<file path="src/rtl/mmc_cmd_pkg.sv">
package mmc_cmd_pkg;
  localparam int CMD_ARG_W = 32;
  localparam int ST_W      = 10;
  localparam int XFER_N    = 4;
  localparam int ST_CC     = 0;
  localparam int ST_CTO    = 1;
  localparam int ST_CCRC   = 2;
  localparam int ST_CEB    = 3;
  localparam int ST_CIE    = 4;
  localparam int ST_XLO    = 5;
  localparam int ST_ERR    = 9;

  typedef enum logic [1:0] {
    RSP_NONE = 2'd0,
    RSP_48   = 2'd1,
    RSP_48B  = 2'd2,
    RSP_136  = 2'd3
  } rsp_kind_e;

  typedef enum logic [2:0] {
    RC_OK       = 3'd0,
    RC_REFUSED  = 3'd1,
    RC_CMD_ERR  = 3'd2,
    RC_CARD_ERR = 3'd3,
    RC_TIMEOUT  = 3'd4,
    RC_NO_EVENT = 3'd5
  } res_code_e;

  typedef enum logic [2:0] {
    S_IDLE, S_ISSUE, S_WAIT, S_EVAL, S_RST_SET, S_RST_CLR, S_DONE
  } iss_state_e;

  function automatic logic [CMD_ARG_W-1:0] switch_pack(input logic [CMD_ARG_W-1:0] a);
    return {6'b0, a[17:16], a[15:8], a[7:0], 8'h00};
  endfunction
endpackage

</file>
<file path="src/rtl/mmc_cmd_status.sv">
module mmc_cmd_status
  import mmc_cmd_pkg::*;
(
  input  logic              clk,
  input  logic              rst_n,
  input  logic              ev_done,
  input  logic              ev_timeout,
  input  logic              ev_crc,
  input  logic              ev_idx,
  input  logic              ev_end,
  input  logic              cmd_clr,
  input  logic [XFER_N-1:0] xfer_set,
  input  logic [XFER_N-1:0] xfer_clr,
  output logic [ST_W-1:0]   stat_o
);
  localparam int CMD_N = 5;

  logic [CMD_N-1:0]  cmd_q, cmd_set;
  logic [XFER_N-1:0] xfer_q;
  logic              err_sum;

  always_comb begin
    cmd_set          = '0;
    cmd_set[ST_CC]   = ev_done;
    cmd_set[ST_CTO]  = ev_timeout;
    cmd_set[ST_CCRC] = ev_crc;
    cmd_set[ST_CEB]  = ev_end;
    cmd_set[ST_CIE]  = ev_idx;
  end

  always_ff @(posedge clk or negedge rst_n) begin
    if (!rst_n) begin
      cmd_q  <= '0;
      xfer_q <= '0;
    end else begin
      cmd_q  <= (cmd_q & ~{CMD_N{cmd_clr}}) | cmd_set;
      xfer_q <= (xfer_q & ~xfer_clr) | xfer_set;
    end
  end

  assign err_sum = (|cmd_q[CMD_N-1:1]) | (|xfer_q[XFER_N-1:1]);
  assign stat_o  = {err_sum, xfer_q, cmd_q};

  assert_cmd_clear_R3: assert property (@(posedge clk) disable iff (!rst_n)
    (cmd_clr && !ev_done && !ev_timeout) |=> (stat_o[CMD_N-1:0] == '0));
  assert_xfer_keep_R3: assert property (@(posedge clk) disable iff (!rst_n)
    (cmd_clr && xfer_set == '0 && xfer_clr == '0) |=> $stable(stat_o[ST_ERR-1:ST_XLO]));
endmodule

</file>
<file path="src/rtl/mmc_cmd_rsp_store.sv">
module mmc_cmd_rsp_store
  import mmc_cmd_pkg::*;
#(
  parameter int WORD_W    = 32,
  parameter int RSP_WORDS = 4
) (
  input  logic                          clk,
  input  logic                          rst_n,
  input  logic                          cap,
  input  rsp_kind_e                     kind,
  input  logic [WORD_W*RSP_WORDS-1:0]   rsp_in,
  output logic [WORD_W*RSP_WORDS-1:0]   words_o
);
  for (genvar i = 0; i < RSP_WORDS; i++) begin : g_word
    logic [WORD_W-1:0] w_q;
    logic              take;
    if (i == 0) begin : g_first
      assign take = cap && (kind != RSP_NONE);
    end else begin : g_upper
      assign take = cap && (kind == RSP_136);
    end
    always_ff @(posedge clk or negedge rst_n) begin
      if (!rst_n)    w_q <= '0;
      else if (take) w_q <= rsp_in[i*WORD_W +: WORD_W];
    end
    assign words_o[i*WORD_W +: WORD_W] = w_q;
  end

  assert_none_keep_R6: assert property (@(posedge clk) disable iff (!rst_n)
    (cap && kind == RSP_NONE) |=> $stable(words_o));
  assert_short_keep_R6: assert property (@(posedge clk) disable iff (!rst_n)
    (cap && (kind == RSP_48 || kind == RSP_48B)) |=> $stable(words_o[WORD_W*RSP_WORDS-1:WORD_W]));
endmodule

</file>
<file path="src/rtl/mmc_cmd_wait_timer.sv">
module mmc_cmd_wait_timer #(
  parameter int LIMIT = 560
) (
  input  logic clk,
  input  logic rst_n,
  input  logic run,
  output logic expired
);
  localparam int CW = $clog2(LIMIT + 1);
  logic [CW-1:0] cnt_q;

  always_ff @(posedge clk or negedge rst_n) begin
    if (!rst_n)    cnt_q <= '0;
    else if (!run) cnt_q <= '0;
    else if (!expired) cnt_q <= cnt_q + 1'b1;
  end

  assign expired = run && (cnt_q == CW'(LIMIT - 1));
endmodule

</file>
<file path="src/rtl/mmc_cmd_issuer.sv">
module mmc_cmd_issuer
  import mmc_cmd_pkg::*;
#(
  parameter int WORD_W     = 32,
  parameter int RSP_WORDS  = 4,
  parameter int IDX_W      = 6,
  parameter int WAIT_LIMIT = 560,
  parameter logic [WORD_W-1:0] R1_MASK = 32'hFDFFA080
) (
  input  logic                        clk,
  input  logic                        rst_n,
  input  logic                        req_valid,
  output logic                        req_ready,
  input  logic [CMD_ARG_W-1:0]        req_arg,
  input  logic [IDX_W-1:0]            req_index,
  input  logic [1:0]                  req_rsp_type,
  input  logic                        req_chk_idx,
  input  logic                        req_chk_crc,
  input  logic                        req_chk_r1,
  input  logic                        req_switch,
  output logic                        res_valid,
  input  logic                        res_ready,
  output logic [2:0]                  res_code,
  input  logic                        cmd_inhibit,
  input  logic                        dat_inhibit,
  output logic                        card_start,
  output logic [CMD_ARG_W-1:0]        card_arg,
  output logic [IDX_W-1:0]            card_index,
  output logic [1:0]                  card_rsp_type,
  input  logic                        card_done,
  input  logic                        card_timeout,
  input  logic                        card_crc_err,
  input  logic                        card_idx_err,
  input  logic                        card_end_err,
  input  logic [WORD_W*RSP_WORDS-1:0] card_rsp,
  output logic                        cl_rst_req,
  input  logic                        cl_rst_fb,
  input  logic [XFER_N-1:0]           xfer_set,
  input  logic [XFER_N-1:0]           xfer_clr,
  output logic [ST_W-1:0]             status,
  output logic [WORD_W*RSP_WORDS-1:0] rsp_words
);
  iss_state_e            state_q, state_d;
  res_code_e             code_q, code_d;
  logic [CMD_ARG_W-1:0]  arg_q;
  logic [IDX_W-1:0]      idx_q;
  rsp_kind_e             kind_q;
  logic                  chk_idx_q, chk_crc_q, chk_r1_q;
  logic                  accept, blocked, timer_expired, cmd_clr, r1_bad, resp_err;

  assign accept  = req_valid && (state_q == S_IDLE);
  assign blocked = cmd_inhibit || dat_inhibit;
  assign cmd_clr = (state_q == S_EVAL);
  assign r1_bad  = |(rsp_words[WORD_W-1:0] & R1_MASK);
  assign resp_err = status[ST_CCRC] | status[ST_CEB] | status[ST_CIE];

  mmc_cmd_status u_status (
    .clk        (clk),
    .rst_n      (rst_n),
    .ev_done    (card_done),
    .ev_timeout (card_timeout),
    .ev_crc     (card_done && card_crc_err && chk_crc_q),
    .ev_idx     (card_done && card_idx_err && chk_idx_q),
    .ev_end     (card_done && card_end_err),
    .cmd_clr    (cmd_clr),
    .xfer_set   (xfer_set),
    .xfer_clr   (xfer_clr),
    .stat_o     (status)
  );

  mmc_cmd_rsp_store #(.WORD_W(WORD_W), .RSP_WORDS(RSP_WORDS)) u_rsp (
    .clk     (clk),
    .rst_n   (rst_n),
    .cap     (card_done),
    .kind    (kind_q),
    .rsp_in  (card_rsp),
    .words_o (rsp_words)
  );

  mmc_cmd_wait_timer #(.LIMIT(WAIT_LIMIT)) u_timer (
    .clk     (clk),
    .rst_n   (rst_n),
    .run     (state_q == S_WAIT),
    .expired (timer_expired)
  );

  always_comb begin
    state_d = state_q;
    code_d  = code_q;
    unique case (state_q)
      S_IDLE: if (accept) begin
        if (blocked) begin
          state_d = S_DONE;
          code_d  = RC_REFUSED;
        end else begin
          state_d = S_ISSUE;
        end
      end
      S_ISSUE: state_d = S_WAIT;
      S_WAIT: begin
        if (status[ST_CC] || status[ST_CTO]) state_d = S_EVAL;
        else if (timer_expired) begin
          state_d = S_DONE;
          code_d  = RC_NO_EVENT;
        end
      end
      S_EVAL: begin
        if (status[ST_CTO]) begin
          state_d = S_RST_SET;
          code_d  = RC_TIMEOUT;
        end else begin
          state_d = S_DONE;
          if (resp_err)               code_d = RC_CMD_ERR;
          else if (chk_r1_q && r1_bad) code_d = RC_CARD_ERR;
          else                         code_d = RC_OK;
        end
      end
      S_RST_SET: if (cl_rst_fb)  state_d = S_RST_CLR;
      S_RST_CLR: if (!cl_rst_fb) state_d = S_DONE;
      S_DONE:    if (res_ready)  state_d = S_IDLE;
      default:   state_d = S_IDLE;
    endcase
  end

  always_ff @(posedge clk or negedge rst_n) begin
    if (!rst_n) begin
      state_q   <= S_IDLE;
      code_q    <= RC_OK;
      arg_q     <= '0;
      idx_q     <= '0;
      kind_q    <= RSP_NONE;
      chk_idx_q <= 1'b0;
      chk_crc_q <= 1'b0;
      chk_r1_q  <= 1'b0;
    end else begin
      state_q <= state_d;
      code_q  <= code_d;
      if (accept && !blocked) begin
        arg_q     <= req_switch ? switch_pack(req_arg) : req_arg;
        idx_q     <= req_index;
        kind_q    <= rsp_kind_e'(req_rsp_type);
        chk_idx_q <= req_chk_idx;
        chk_crc_q <= req_chk_crc;
        chk_r1_q  <= req_chk_r1;
      end
    end
  end

  assign req_ready     = (state_q == S_IDLE);
  assign res_valid     = (state_q == S_DONE);
  assign res_code      = code_q;
  assign card_start    = (state_q == S_ISSUE);
  assign card_arg      = arg_q;
  assign card_index    = idx_q;
  assign card_rsp_type = kind_q;
  assign cl_rst_req    = (state_q == S_RST_SET);

  assert_refuse_R1: assert property (@(posedge clk) disable iff (!rst_n)
    (req_valid && req_ready && blocked) |=> (res_valid && res_code == RC_REFUSED && !card_start));
  assert_arg_hold_R2: assert property (@(posedge clk) disable iff (!rst_n)
    card_start |=> ($stable(card_arg) && !card_start));
  assert_rst_fall_R4: assert property (@(posedge clk) disable iff (!rst_n)
    $fell(cl_rst_req) |-> cl_rst_fb);
  assert_rst_quiet_R4: assert property (@(posedge clk) disable iff (!rst_n)
    cl_rst_req |-> !res_valid);
  assert_r1_mask_R5: assert property (@(posedge clk) disable iff (!rst_n)
    (res_valid && res_code == RC_OK && chk_r1_q) |-> ((rsp_words[WORD_W-1:0] & R1_MASK) == '0));
  assert_give_up_R9: assert property (@(posedge clk) disable iff (!rst_n)
    timer_expired |=> (res_valid && res_code == RC_NO_EVENT && !cl_rst_req));
  assert_res_hold_R10: assert property (@(posedge clk) disable iff (!rst_n)
    (res_valid && !res_ready) |=> (res_valid && $stable(res_code)));
  assert_excl_R10: assert property (@(posedge clk) disable iff (!rst_n)
    !(req_ready && res_valid));
endmodule

</file>
<file path="config.mk">
export PLATFORM = sky130hd
export DESIGN_NAME = mmc_cmd_issuer
export DESIGN_NICKNAME = d
export VERILOG_FILES = /design/src/rtl/mmc_cmd_pkg.sv /design/src/rtl/mmc_cmd_status.sv /design/src/rtl/mmc_cmd_rsp_store.sv /design/src/rtl/mmc_cmd_wait_timer.sv /design/src/rtl/mmc_cmd_issuer.sv
export SDC_FILE = /design/constraint.sdc
export NUM_CORES = 1
export LEC_CHECK = 0
export CORE_MARGIN = 5
export CORE_UTILIZATION = 37
export DETAILED_ROUTE_END_ITERATION = 8
export PLACE_DENSITY = 0.87
export RECOVER_POWER = 100
export SYNTH_ARGS = -nofsm -noshare
export SYNTH_HDL_FRONTEND = slang
export SYNTH_SLANG_ARGS = --single-unit
</file>
<file path="constraint.sdc">
create_clock -name clk -period 1.53 [get_ports clk]
set_clock_uncertainty 0.15 [all_clocks]
set_input_delay 0.306 -clock clk [delete_from_list [all_inputs] [get_ports clk]]
set_output_delay 0.306 -clock clk [all_outputs]
set_load 0.01 [all_outputs]
</file>
# After elaboration in Yosys (flattened, before gate mapping)
# Cells that the tools add are included.
[classes]
addsub = 1
n_mul = 0
n_div = 0
n_lt_le_gt_ge = 0
n_eq_ne = 17
n_shift = 0
mux = 20
n_bitwise = 9
n_reduce_logical = 22
[op_table]
columns = ["operator", "count"]
rows = [
  ["$mux W3", 12],
  ["$mux W32", 1],
  ["$pmux W3 S7", 1],
  ["$mux W10", 2],
  ["$reduce_or A18 Y1", 1],
  ["$logic_and A1 B1 Y1", 11],
  ["$add A10 B1 Y10 const B", 1],
  ["$eq A10 B10 Y1 const B", 1],
  ["$reduce_and A5 Y1", 2],
  ["$eq A3 B3 Y1 const B", 3],
  ["$pmux W3 S3", 1],
  ["$ne A2 B1 Y1 const B", 4],
  ["$ne A2 B2 Y1 const B", 4],
  ["$eq A3 B2 Y1 const B", 2],
  ["$mux W2", 3],
  ["$and A5 B5 Y5", 1],
  ["$not A5 Y5", 1],
  ["$or A5 B5 Y5", 1],
  ["$and A4 B4 Y4", 1],
  ["$not A4 Y4", 1],
  ["$or A4 B4 Y4", 1],
  ["$reduce_or A4 Y1", 1],
  ["$eq A3 B1 Y1 const B", 1],
  ["$logic_not A3 Y1", 1],
  ["8 further kinds", 11],
]
[totals]
regBits = 196
latch_bits = 0
ram_bits = 0
rom_bits = 0
in_bits = 192
output_inout_bits = 185
elab_cells = 84
mem_count = 0

# Depth between registers and ports, before layout
# Gate-level depths: netlist of run 1.
[depth]
depth_word = 6
depth_mapped = 6
depth_no_buf = 5

# Hierarchy
# Synthesis of run 1 repeated with hierarchy kept, for this count alone.
[hier_totals]
cells_unflattened = 581
area_unflattened_um2 = 8026.4
[by_module_without_submodules]
columns = ["mod", "instances", "cells_per_inst", "area_per_inst_um2", "seq_area_each_um2"]
rows = [
  ["mmc_cmd_rsp_store", 1, 271, 4757.1, 3203.1],
  ["mmc_cmd_issuer", 1, 228, 2389.8, 1226.2],
  ["mmc_cmd_wait_timer", 1, 55, 544.3, 250.2],
  ["mmc_cmd_status", 1, 27, 335.3, 225.2],
]

# Worst setup path before layout of run 1
# OpenSTA, ideal clock, no wires.
[synth_timing]
kind = "reg-to-reg"
start = "reg state_q[1]"
end = "reg idx_q[0], in the netlist card_index[0]"
setup_ps = 125
arrival_time_ps = 1503
required_ps = 1255
setup_slack_ps = -247
stages_incl_launch_ff = 6
path_buffers = 2
synth_period_minus_slack_ps = 1777
path_cell_list = "dfrtp_1 nor3_1 nand3_1 buf_4 buf_6 mux2_2"
[synth_via]
elab_chain_len = 3
[synth_lines]
columns = ["element", "line_no", "source"]
rows = [
  ["start, declared", "mmc_cmd_issuer.sv:43", "iss_state_e state_q, state_d;"],
  ["start signal, assigned", "mmc_cmd_issuer.sv:136", "state_q <= state_d;"],
  ["$logic_not A3 Y1", "-", ""],
  ["named net req_ready", "mmc_cmd_issuer.sv:13", "output logic req_ready,"],
  ["$logic_and A1 B1 Y1", "mmc_cmd_issuer.sv:51", "assign accept = req_valid && (state_q == S_IDLE);"],
  ["$logic_and A1 B1 Y1", "mmc_cmd_issuer.sv:138", "if (accept && !blocked) begin"],
  ["end signal, assigned", "mmc_cmd_issuer.sv:140", "idx_q <= req_index;"],
  ["end, declared", "mmc_cmd_issuer.sv:46", "logic [IDX_W-1:0] idx_q;"],
]
# The timed path passes the listed nets, and every way through them passes these cells.
# A chain may end at the register's enable or synchronous reset.

# Worst setup path after layout of run 1
[layout_timing]
start = "reg u_status.cmd_q[2]"
end = "out status[9]"
[layout_via]
elab_chain_len = 2
[layout_lines]
columns = ["element", "line_no", "source"]
rows = [
  ["start, declared", "mmc_cmd_status.sv:18", "logic [CMD_N-1:0] cmd_q, cmd_set;"],
  ["start signal, assigned", "mmc_cmd_status.sv:36", "cmd_q <= (cmd_q & ~{CMD_N{cmd_clr}}) | cmd_set;"],
  ["$reduce_or A4 Y1", "mmc_cmd_status.sv:41", "assign err_sum = (|cmd_q[CMD_N-1:1]) | (|xfer_q[XFER_N-1:1]);"],
  ["$or A1 B1 Y1", "mmc_cmd_status.sv:41", ""],
  ["end, declared", "mmc_cmd_issuer.sv:40", "output logic [ST_W-1:0] status,"],
]
# Every way passes these cells.

==> results of run 1 <==
## cell type report
| type | instances | share of cell area (%) |
|---|---|---|
| Antenna cell | 1 | 0.0172 |
| Clock buffer | 18 | 3.02 |
| Inverter | 9 | 0.250 |
| Sequential cell | 196 | 33.8 |
| Clock inverter | 14 | 1.08 |
| Multi-Input combinational cell | 331 | 25.0 |
| Tap cell | 275 | 2.37 |
| Timing Repair Buffer | 540 | 34.4 |
## registers in the layout, indices dropped and copies added, names as in the netlist
name and cells:
u_timer.cnt_q 10, state_q 3, chk_idx_q 1, chk_r1_q 1
res_code 3, u_status.xfer_q 4, chk_crc_q 1, card_index 6
u_rsp.g_word.w_q 128, card_arg 32, card_rsp_type 2, u_status.cmd_q 5
## placed cells by master (no fill, tap or decap), types with 12 or more instances in the layout
master	Yosys	final
clkdlybuf4s15_2	0	12
o21ai_1	1	15
nand2_2	0	12
buf_16	0	12
buf_12	0	20
clkdlybuf4s50_1	0	188
mux2_2	139	16
nand2_4	0	19
dfrtp_1	196	190
buf_2	10	85
mux2i_1	19	19
nand2b_1	16	15
clkbuf_2	0	72
o21ai_2	0	17
buf_4	2	83
buf_6	3	45
mux2_4	0	123
clkbuf_16	0	21
## final timing paths
kind | startpoint | to
worst min register to register | u_status.xfer_q[0] | u_status.xfer_q[0]
min in group asynchronous | rst_n | u_rsp.g_word[1].w_q[19]
worst min-delay path | req_switch | card_arg[1]
worst max register to register | state_q[0] | res_code[1]
worst max-delay path | u_status.cmd_q[2] | status[9]
max in group asynchronous | rst_n | card_arg[2]
## per-stage QoR
stage / utilization [%] / cells / hold WS, ns / setup WS, ns / cell area, um^2
floorplan: - / 568 / -0.140 / -0.180 / 7910
global placement: 58.9 / 1243 / 0.0904 / -0.492 / 12300
detailed placement: 58.9 / 1243 / 0.0954 / -0.539 / 12300
CTS: 69.1 / 1349 / 0.191 / -0.641 / 14500
global route: 69.3 / 1384 / 0.294 / -0.748 / 14500
finish: 69.3 / 1384 / 0.294 / -0.683 / 14500
## metal layers
metal  vias to the layer above  track usage (%)  wire [um]
li1                       3066                -          -
met3                        47             7.10       2490
met4                         0             8.38        838
met2                       309             42.1      16000
met5                         -                0          0
met1                      3475             27.0      11600
## cells by family after synthesis
| group | count (synthesis) |
|---|---|
| multiplexers | 158 |
| AND/OR/NAND/NOR | 99 |
| adder cells (fa/ha/maj) | 1 |
| buffers and inverters | 41 |
| flip-flops | 196 |
| AO/OA/AOI/OAI | 67 |
| XOR/XNOR | 6 |
## tightest hold or removal path, stage by stage
cell and delay [ns]:
buf_2 0.10, buf_12 0.22, nand2b_1 0.14, o21ai_1 0.05
## power breakdown
group | total, mW | switching (mW) | internal (mW) | leakage, nW
clock network | 4.58 | 2.20 | 2.38 | 0.293
registers | 9.16 | 1.59 | 7.57 | 2.39
logic | 13.6 | 5.61 | 7.99 | 4.48
total | 27.3 | 9.40 | 17.9 | 7.16
## timing repair
item | 4_1_cts | 5_1_grt
hold buffers | 1 | 0
buffers inserted | 57 | 50
pin swaps | 49 | 26
setup endpoints to repair | 367 | 326
hold endpoints to repair | 189 | 0
gates cloned | 18 | 5
gates resized for setup | 764 | 264
==> results.toml, run 1 <==
[outcome]
status = "finished with violations"
violations = "setup timing"

[detailed_routing]
ant_nets = 0
drc_errors = 0
routedWlPerCell_um = 22.3
via_per_inst = 4.98
wl_um = 30900
routed-via-count = 6897
drt-pass1-iter-count = 4
first_iter_violations = 259

[die]
fp.dieW_um = 156
rows = 53
fp.dieH_um = 156
core_area_mm2 = 0.0210
die-area_mm2 = 0.0242
start_util_pct = 37.4
io-pin-count = 377

[pwr]
powerDensity_mw_per_mm2 = 1880
total_power_mw = 27.3
p_leak_nw = 7.16
ir_worst_vdd_mv = 1.10

[hold_path]
holdPathStages = 4
hp-class = "input pin to flop"

[synth]
ys_types = 50
synthTopCellsByArea = "dfrtp_1 63%, mux2_2 20%, mux2i_1 2.4%"
synth_most_common_cell = "dfrtp_1"
synth_area_per_cell_um2 = 13.8
synth_compound_gate_area_share_pct = 5.38
synth-seq-area-share_pct = 62.6
synth_area_mm2 = 0.00784
synthArstFlopShare_pct = 100
yosys_warnings = 0
netlist_instances = 568
synth-adder-area-share_pct = 0.160
ys_ff_latch = 196
synth_edf_count = 0
synth-main-ff-cell = "dfrtp_1"
synth_top_family_by_area = "multiplexers"
synth.net_count = 761
synthMuxAreaShare_pct = 22.4
synth_top_cell_by_area = "dfrtp_1"
synth_xor_xnor_area_share_pct = 0.670
synth_largest_type_area_fraction_pct = 62.6
synth-simple-area-share_pct = 6.32
yosys-top-cells-count = "196 x dfrtp_1, 139 x mux2_2, 37 x nand2_1"

[setup_path]
cp_slowest_cell = "or4_1"
r2r_cells = 7
crit_cells = 4
critPathLaunchType = "flop"
path_cells = "nor3_2 > nand2b_1 > or4_1 > buf_2"
path_buf_inv = 1
critPathKind = "flop to output port"
cp.arrival_ns = 1.76
path_delay_family = "simple AND/OR/NAND/NOR gates"
crit_path_max_incr_delay_ns = 0.41
crit_fanout = 2
r2r_slack_ns = -0.49
end_kind = "output port"
critical_path_required_ns = 1.07

[global_routing]
grt_pass1_vias = 7705
grt_pass1_wl_um = 44200
antenna_found_initial = 1
grt_remaining_overflow = 0
grt_max_degree = 46
grt_usage_pct = 23.6

[placed_design]
hpwl_um = 18800
port_buffers = 376
place.gp.congestion = 0.838

[timing]
drv_slew = 0
min_period_ns = 2.21
setup_slack_ns = -0.683
max_slew_margin_pct = 33.3
post-route-period-util_pct = 145
fin_tns_setup_ns = -33.75
setup_viol = 203
rsz0062_at_grt = "true"
hold_viol_final = 0
fmax_mhz = 452
tightest_slew_ns = 1.00

[clock_network]
clkTransAtPathRegs_ns = 0.08
cts_buffer_depth = 2
clkLatencyLatePin_ns = 0.42
htreeDepth = 4
cts-root-buf = "clkbuf_16"
cts_tree = "built"
numCtsBuffers = 17
numClockSinks = 196

[flow_run]
drv_cap = 0

[layout]
syn2layout_area_growth_pct = 85.3
drive_above_1_share_pct = 54.2
seq_area_mm2 = 0.00491
n_fill_cell = 1443
nets = 1288
multiInputGateArea_mm2 = 0.00364
(Power assumes the default switching activity.)
==> run 2: changes to the inputs <==
--- a/config.mk
+++ b/config.mk
@@ -6,9 +6,9 @@
 export NUM_CORES = 1
 export LEC_CHECK = 0
 export CORE_MARGIN = 5
-export CORE_UTILIZATION = 37
+export CORE_UTILIZATION = 41
 export DETAILED_ROUTE_END_ITERATION = 8
-export PLACE_DENSITY = 0.87
+export PLACE_DENSITY = 0.91
 export RECOVER_POWER = 100
 export SYNTH_ARGS = -nofsm -noshare
 export SYNTH_HDL_FRONTEND = slang
==> constraint.sdc (replaced) <==
create_clock -name clk -period 2.2 [get_ports clk]
set_clock_uncertainty 0.15 [all_clocks]
set_input_delay 0.22 -clock clk [delete_from_list [all_inputs] [get_ports clk]]
set_output_delay 0.22 -clock clk [all_outputs]
set_load 0.01 [all_outputs]
==> run 2 against run 1 <==
- die area is 9.1% lower
- the flow now finishes without violations
- non-clock buffer count is 142 lower
- power shrank 41%
- clock power shrank 31%
- clock-buffer cell count stayed put
- final area fell by 14%
- sequential cell count unchanged
==> results.toml, run 2 (same netlist as run 1, synthesis figures left out) <==
[clock_network]
clkTransAtPathRegs_ns = 0.08
htreeDepth = 4
numCtsBuffers = 17
cts_buffer_depth = 2
cts-root-buf = "clkbuf_16"
numClockSinks = 196
clkLatencyLatePin_ns = 0.42
cts_tree = "built"

[timing]
post-route-period-util_pct = 95.4
setup_viol = 0
setup_slack_ns = 0.102
drv_slew = 0
tightest_slew_ns = 1.05
max_slew_margin_pct = 30.3
fin_tns_setup_ns = 0
hold_viol_final = 0
min_period_ns = 2.10
fmax_mhz = 477
rsz0062_at_grt = "false"

[die]
rows = 50
core_area_mm2 = 0.0188
fp.dieW_um = 148
io-pin-count = 377
fp.dieH_um = 148
die-area_mm2 = 0.0220
start_util_pct = 41.8

[layout]
fin_cells = 1200
antenna_cells = 0
final_cell_mix = "193 x dfrtp_1, 192 x clkdlybuf4s50_1, 182 x dlygate4sd3_1"
drive_above_1_share_pct = 20.0
largest_register_ffs = 128
regMostFlops = "u_rsp.g_word.w_q"
nets = 1146
finalInstanceArea_mm2 = 0.0125
final_common_cell = "dfrtp_1"
syn2layout_area_growth_pct = 59.2

[setup_path]
path_cells = "nor3_1 > dlygate4sd3_1"
timing.rr.start = "card_rsp_type[0]"
cp.arrival_ns = 1.73
critPathKind = "flop to output port"
rr_endpoint = "u_rsp.g_word[2].w_q[20]"
r2r_cells = 3
end_kind = "output port"
crit_path_max_incr_delay_ns = 0.64
crit_fanout = 14
cp_slowest_cell = "dlygate4sd3_1"
critPathLaunchType = "flop"
critical_path_required_ns = 1.83
r2r_slack_ns = 0.16
path_delay_family = "buffers and inverters"
path_buf_inv = 1

[pwr]
p_int_mw = 10.8
swShare_pct = 32.9
p_clk_share_pct = 19.7
p_comb_share_pct = 41.6
powerDensity_mw_per_mm2 = 1280
power.switching_mw = 5.27
seq_power_share_pct = 38.7
p_leak_nw = 5.49
total_power_mw = 16.0
ir_worst_vdd_mv = 0.699

[detailed_routing]
routed-via-count = 5979
routedWlPerCell_um = 19.5
drc_errors = 0
wl_um = 23400
drt-pass1-iter-count = 5
ant_nets = 0
first_iter_violations = 231
via_per_inst = 4.98

[global_routing]
grt_usage_pct = 20.9
grt_pass1_wl_um = 35800
grt_pass1_vias = 6386
antenna_found_initial = 0
grt_max_degree = 76
grt_remaining_overflow = 0

[placed_design]
place.gp.congestion = 0.811
dp_slack_ns = 0.178
dpl-instance-area_mm2 = 0.0120
hpwl_um = 18100
port_buffers = 376
dp.cells = 1165

[hold_path]
hp-class = "input pin to asynchronous set/reset pin"

[flow_run]
drv_cap = 0

[outcome]
status = "finished, final reports clean"
[run 2: changes by cell type in the layout (fill, tap and decap cells not counted), moves of 19 or more]
cell           before  now
dlygate4sd3_1       1  182
mux2_4            123    0
mux2_2             16  137
buf_2              85    0
buf_4              83    5
clkbuf_2           72    6
buf_6              45    1
o21ai_0             3   36
nand2_1             6   37
buf_12             20    0
nand2_4            19    0
[run 2: how the worst max path moves through the flow]
stage | cells after the start | startpoint | end
after floorplan | 5 | state_q[1] | card_index[0]
final | 2 | state_q[1] | card_start
after global placement | 4 | u_status.cmd_q[2] | status[9]
after detailed placement | 4 | u_status.cmd_q[2] | status[9]
after CTS | 4 | u_status.cmd_q[4] | status[9]
after global routing | 4 | u_status.cmd_q[2] | status[9]
[run 2: metrics by stage]
step | util (%) | hold WS [ns]
after floorplan | - | -0.226
after global placement | 63.9 | 0.105
after detailed placement | 63.9 | 0.101
after CTS | 67.2 | 0.193
after global routing | 66.5 | 0.202
final | 66.5 | 0.202
[run 2: metal layers]
layer | GRT usage [%] | wire [um] | part of all wire (%)
met1 | 23.3 | 8530 | 37
met2 | 37.9 | 12400 | 53
met3 | 6.86 | 1860 | 7.9
met4 | 6.42 | 551 | 2.4
met5 | 0 | 0 | 0
[run 2: area by class of cell]
class	count	area, um^2
fillers	1364	6290
clock inverters	14	166
flip-flops and latches	196	4910
multi-input cells	331	2760
clock buffers	18	439
well taps	234	293
repair buffers	398	3880
inverters	9	33.8
[run 2: what timing repair did]
item | in CTS | in global routing
pin swaps | 1 | 1
hold endpoints to repair | 56 | 0
resized for setup | 6 | 3
setup buffers | 0 | 2
setup endpoints to repair | 3 | 4
hold buffers | 1 | 0
[run 2: power groups by stage]
| stage | clock network (mW) | registers, mW | logic (mW) |
|---|---|---|---|
| after floorplan | 0 | 6.90 | 2.26 |
| after global placement | 0 | 6.23 | 7.22 |
| after detailed placement | 0 | 6.35 | 7.38 |
| after CTS | 3.22 | 6.31 | 7.45 |
| after global routing | 3.37 | 6.45 | 7.11 |
| final | 3.16 | 6.21 | 6.66 |
==> run 3: changes to the inputs <==
--- a/config.mk
+++ b/config.mk
@@ -5,10 +5,10 @@
 export SDC_FILE = /design/constraint.sdc
 export NUM_CORES = 1
 export LEC_CHECK = 0
-export CORE_MARGIN = 5
-export CORE_UTILIZATION = 41
+export CORE_AREA = 4 4 143 145
 export DETAILED_ROUTE_END_ITERATION = 8
-export PLACE_DENSITY = 0.91
+export DIE_AREA = 0 0 147 149
+export PLACE_DENSITY = 0.9
 export RECOVER_POWER = 100
 export SYNTH_ARGS = -nofsm -noshare
 export SYNTH_HDL_FRONTEND = slang
==> constraint.sdc (replaced) <==
create_clock -name clk -period 2.5 [get_ports clk]
set_clock_uncertainty 0.15 [all_clocks]
set_input_delay 0.25 -clock clk [delete_from_list [all_inputs] [get_ports clk]]
set_output_delay 0.25 -clock clk [all_outputs]
set_load 0.01 [all_outputs]
==> run 3 against run 2 <==
- non-clock buffer count down 1
- clock-buffer cell count up 1
- critical endpoint is now req_ready
- final area up 0.26%
- critical path depth unchanged
- worst setup slack better by 0.072 ns
==> results.toml, run 3 (same netlist as run 1, synthesis figures left out) <==
[timing]
min_period_ns = 2.33
drv_slew = 0
fmax_mhz = 430
rsz0062_at_grt = "false"
tightest_slew_ns = 1.14
fin_tns_setup_ns = 0
post-route-period-util_pct = 93.1
hold_viol_final = 0
holdWs_ns = 0.233
setup_viol = 0
max_slew_margin_pct = 24.0

[setup_path]
critPathLaunchType = "flop"
crit_fanout = 14
path_cells = "nor3_1 > dlygate4sd3_1"
cp.arrival_ns = 1.93
r2r_cells = 3
cp_slowest_cell = "dlygate4sd3_1"
crit_start = "state_q[1]"
end_kind = "output port"
critPathKind = "flop to output port"
timing.rr.start = "card_rsp_type[0]"
crit_path_max_incr_delay_ns = 0.68
critical_path_required_ns = 2.10

[detailed_routing]
ant_nets = 0
drt-pass1-iter-count = 4
routedWlPerCell_um = 18.2
drc_errors = 0
via_per_inst = 4.82
first_iter_violations = 231
routed-via-count = 5923
wl_um = 22400

[layout]
antenna_cells = 0
final_core_util_pct = 65.2
final_common_cell = "dfrtp_1"
largest_register_ffs = 128
nets = 1145
fin_cells = 1230
regMostFlops = "u_rsp.g_word.w_q"
n_fill_cell = 1428
seq_area_mm2 = 0.00490
syn2layout_area_growth_pct = 59.6
drive_above_1_share_pct = 19.5
final_cell_mix = "196 x dfrtp_1, 191 x clkdlybuf4s50_1, 184 x dlygate4sd3_1"
multiInputGateArea_mm2 = 0.00274

[placed_design]
hpwl_um = 17500
port_buffers = 376
place.gp.congestion = 0.824
dp.cells = 1195

[pwr]
total_power_mw = 14.1
powerDensity_mw_per_mm2 = 1130
ir_worst_vdd_mv = 0.635
p_leak_nw = 5.50

[die]
core_area_mm2 = 0.0192
start_util_pct = 40.8
die-area_mm2 = 0.0219
io-pin-count = 377
fp.dieH_um = 149
fp.dieW_um = 147
rows = 51

[global_routing]
grt_pass1_vias = 6435
use_met2_pct = 35.8
met3_usage_pct = 7.02
grt_pass1_wl_um = 35100
grt_remaining_overflow = 0
top_usage_layer = "met2"
grt_max_degree = 82
grt_usage_pct = 20.4
antenna_found_initial = 0
use_met1_pct = 23.8

[clock_network]
cts_buffer_depth = 2
htreeDepth = 4
clkTransAtPathRegs_ns = 0.08
cts-root-buf = "clkbuf_16"
numCtsBuffers = 17
cts_tree = "built"
numClockSinks = 196
clkLatencyLatePin_ns = 0.42

[hold_path]
hp-class = "input pin to flop"
hold_path.startpoint = "req_arg[30]"
holdPathStages = 3

[outcome]
status = "finished, final reports clean"

[flow_run]
drv_cap = 0
-- run 3: repair_timing --
action / CTS / global route
hold buffers: 1 / 0
gates resized for setup: 1 / 1
pin swaps: 1 / 1
endpoints found under the setup margin: 1 / 1
setup buffers: 1 / 1
hold endpoints to repair: 74 / 0
-- run 3: final timing paths --
check / end / slack [ns]
max in group asynchronous: u_rsp.g_word[2].w_q[28] / 0.42
max reg2reg: u_rsp.g_word[1].w_q[23] / 0.27
min in group asynchronous: u_rsp.g_word[1].w_q[26] / 0.47
max: req_ready / 0.17
min: card_arg[30] / 0.23
min reg2reg: card_arg[31] / 0.33
-- run 3: per-layer routing --
| metal | routed length (um) | vias to the layer above |
|---|---|---|
| li1 | - | 2772 |
| met1 | 8540 | 2902 |
| met2 | 11700 | 222 |
| met3 | 1720 | 27 |
| met4 | 438 | 0 |
| met5 | 0 | - |
-- run 3: worst max-delay path: cells and delay by family, from the launching register on --
kind	cells	cell delay, ns
buffers and inverters	1	0.68
DFF	1	0.52
and+or+nand+nor	1	0.32
-- run 3: per-stage QoR --
stage | area (um^2) | worst slack [ns]
final | 12500 | 0.173
after global routing | 12500 | 0.0457
after CTS | 12600 | 0.0475
after detailed placement | 12000 | 0.304
after global placement | 12000 | 0.364
after floorplan | 7840 | 0.723
-- run 3: final cells by class --
type / count / share of cell area, %
multi-input cells: 331 / 21.9
well taps: 265 / 2.65
flip-flops and latches: 196 / 39.2
clock inverters: 13 / 1.33
repair buffers: 397 / 31.1
inverters: 9 / 0.270
clock buffers: 19 / 3.54
-- run 3: power breakdown --
group | internal (mW) | total (mW) | switching, mW
clock network | 1.54 | 2.81 | 1.27
logic | 3.39 | 5.81 | 2.42
registers | 4.62 | 5.47 | 0.845
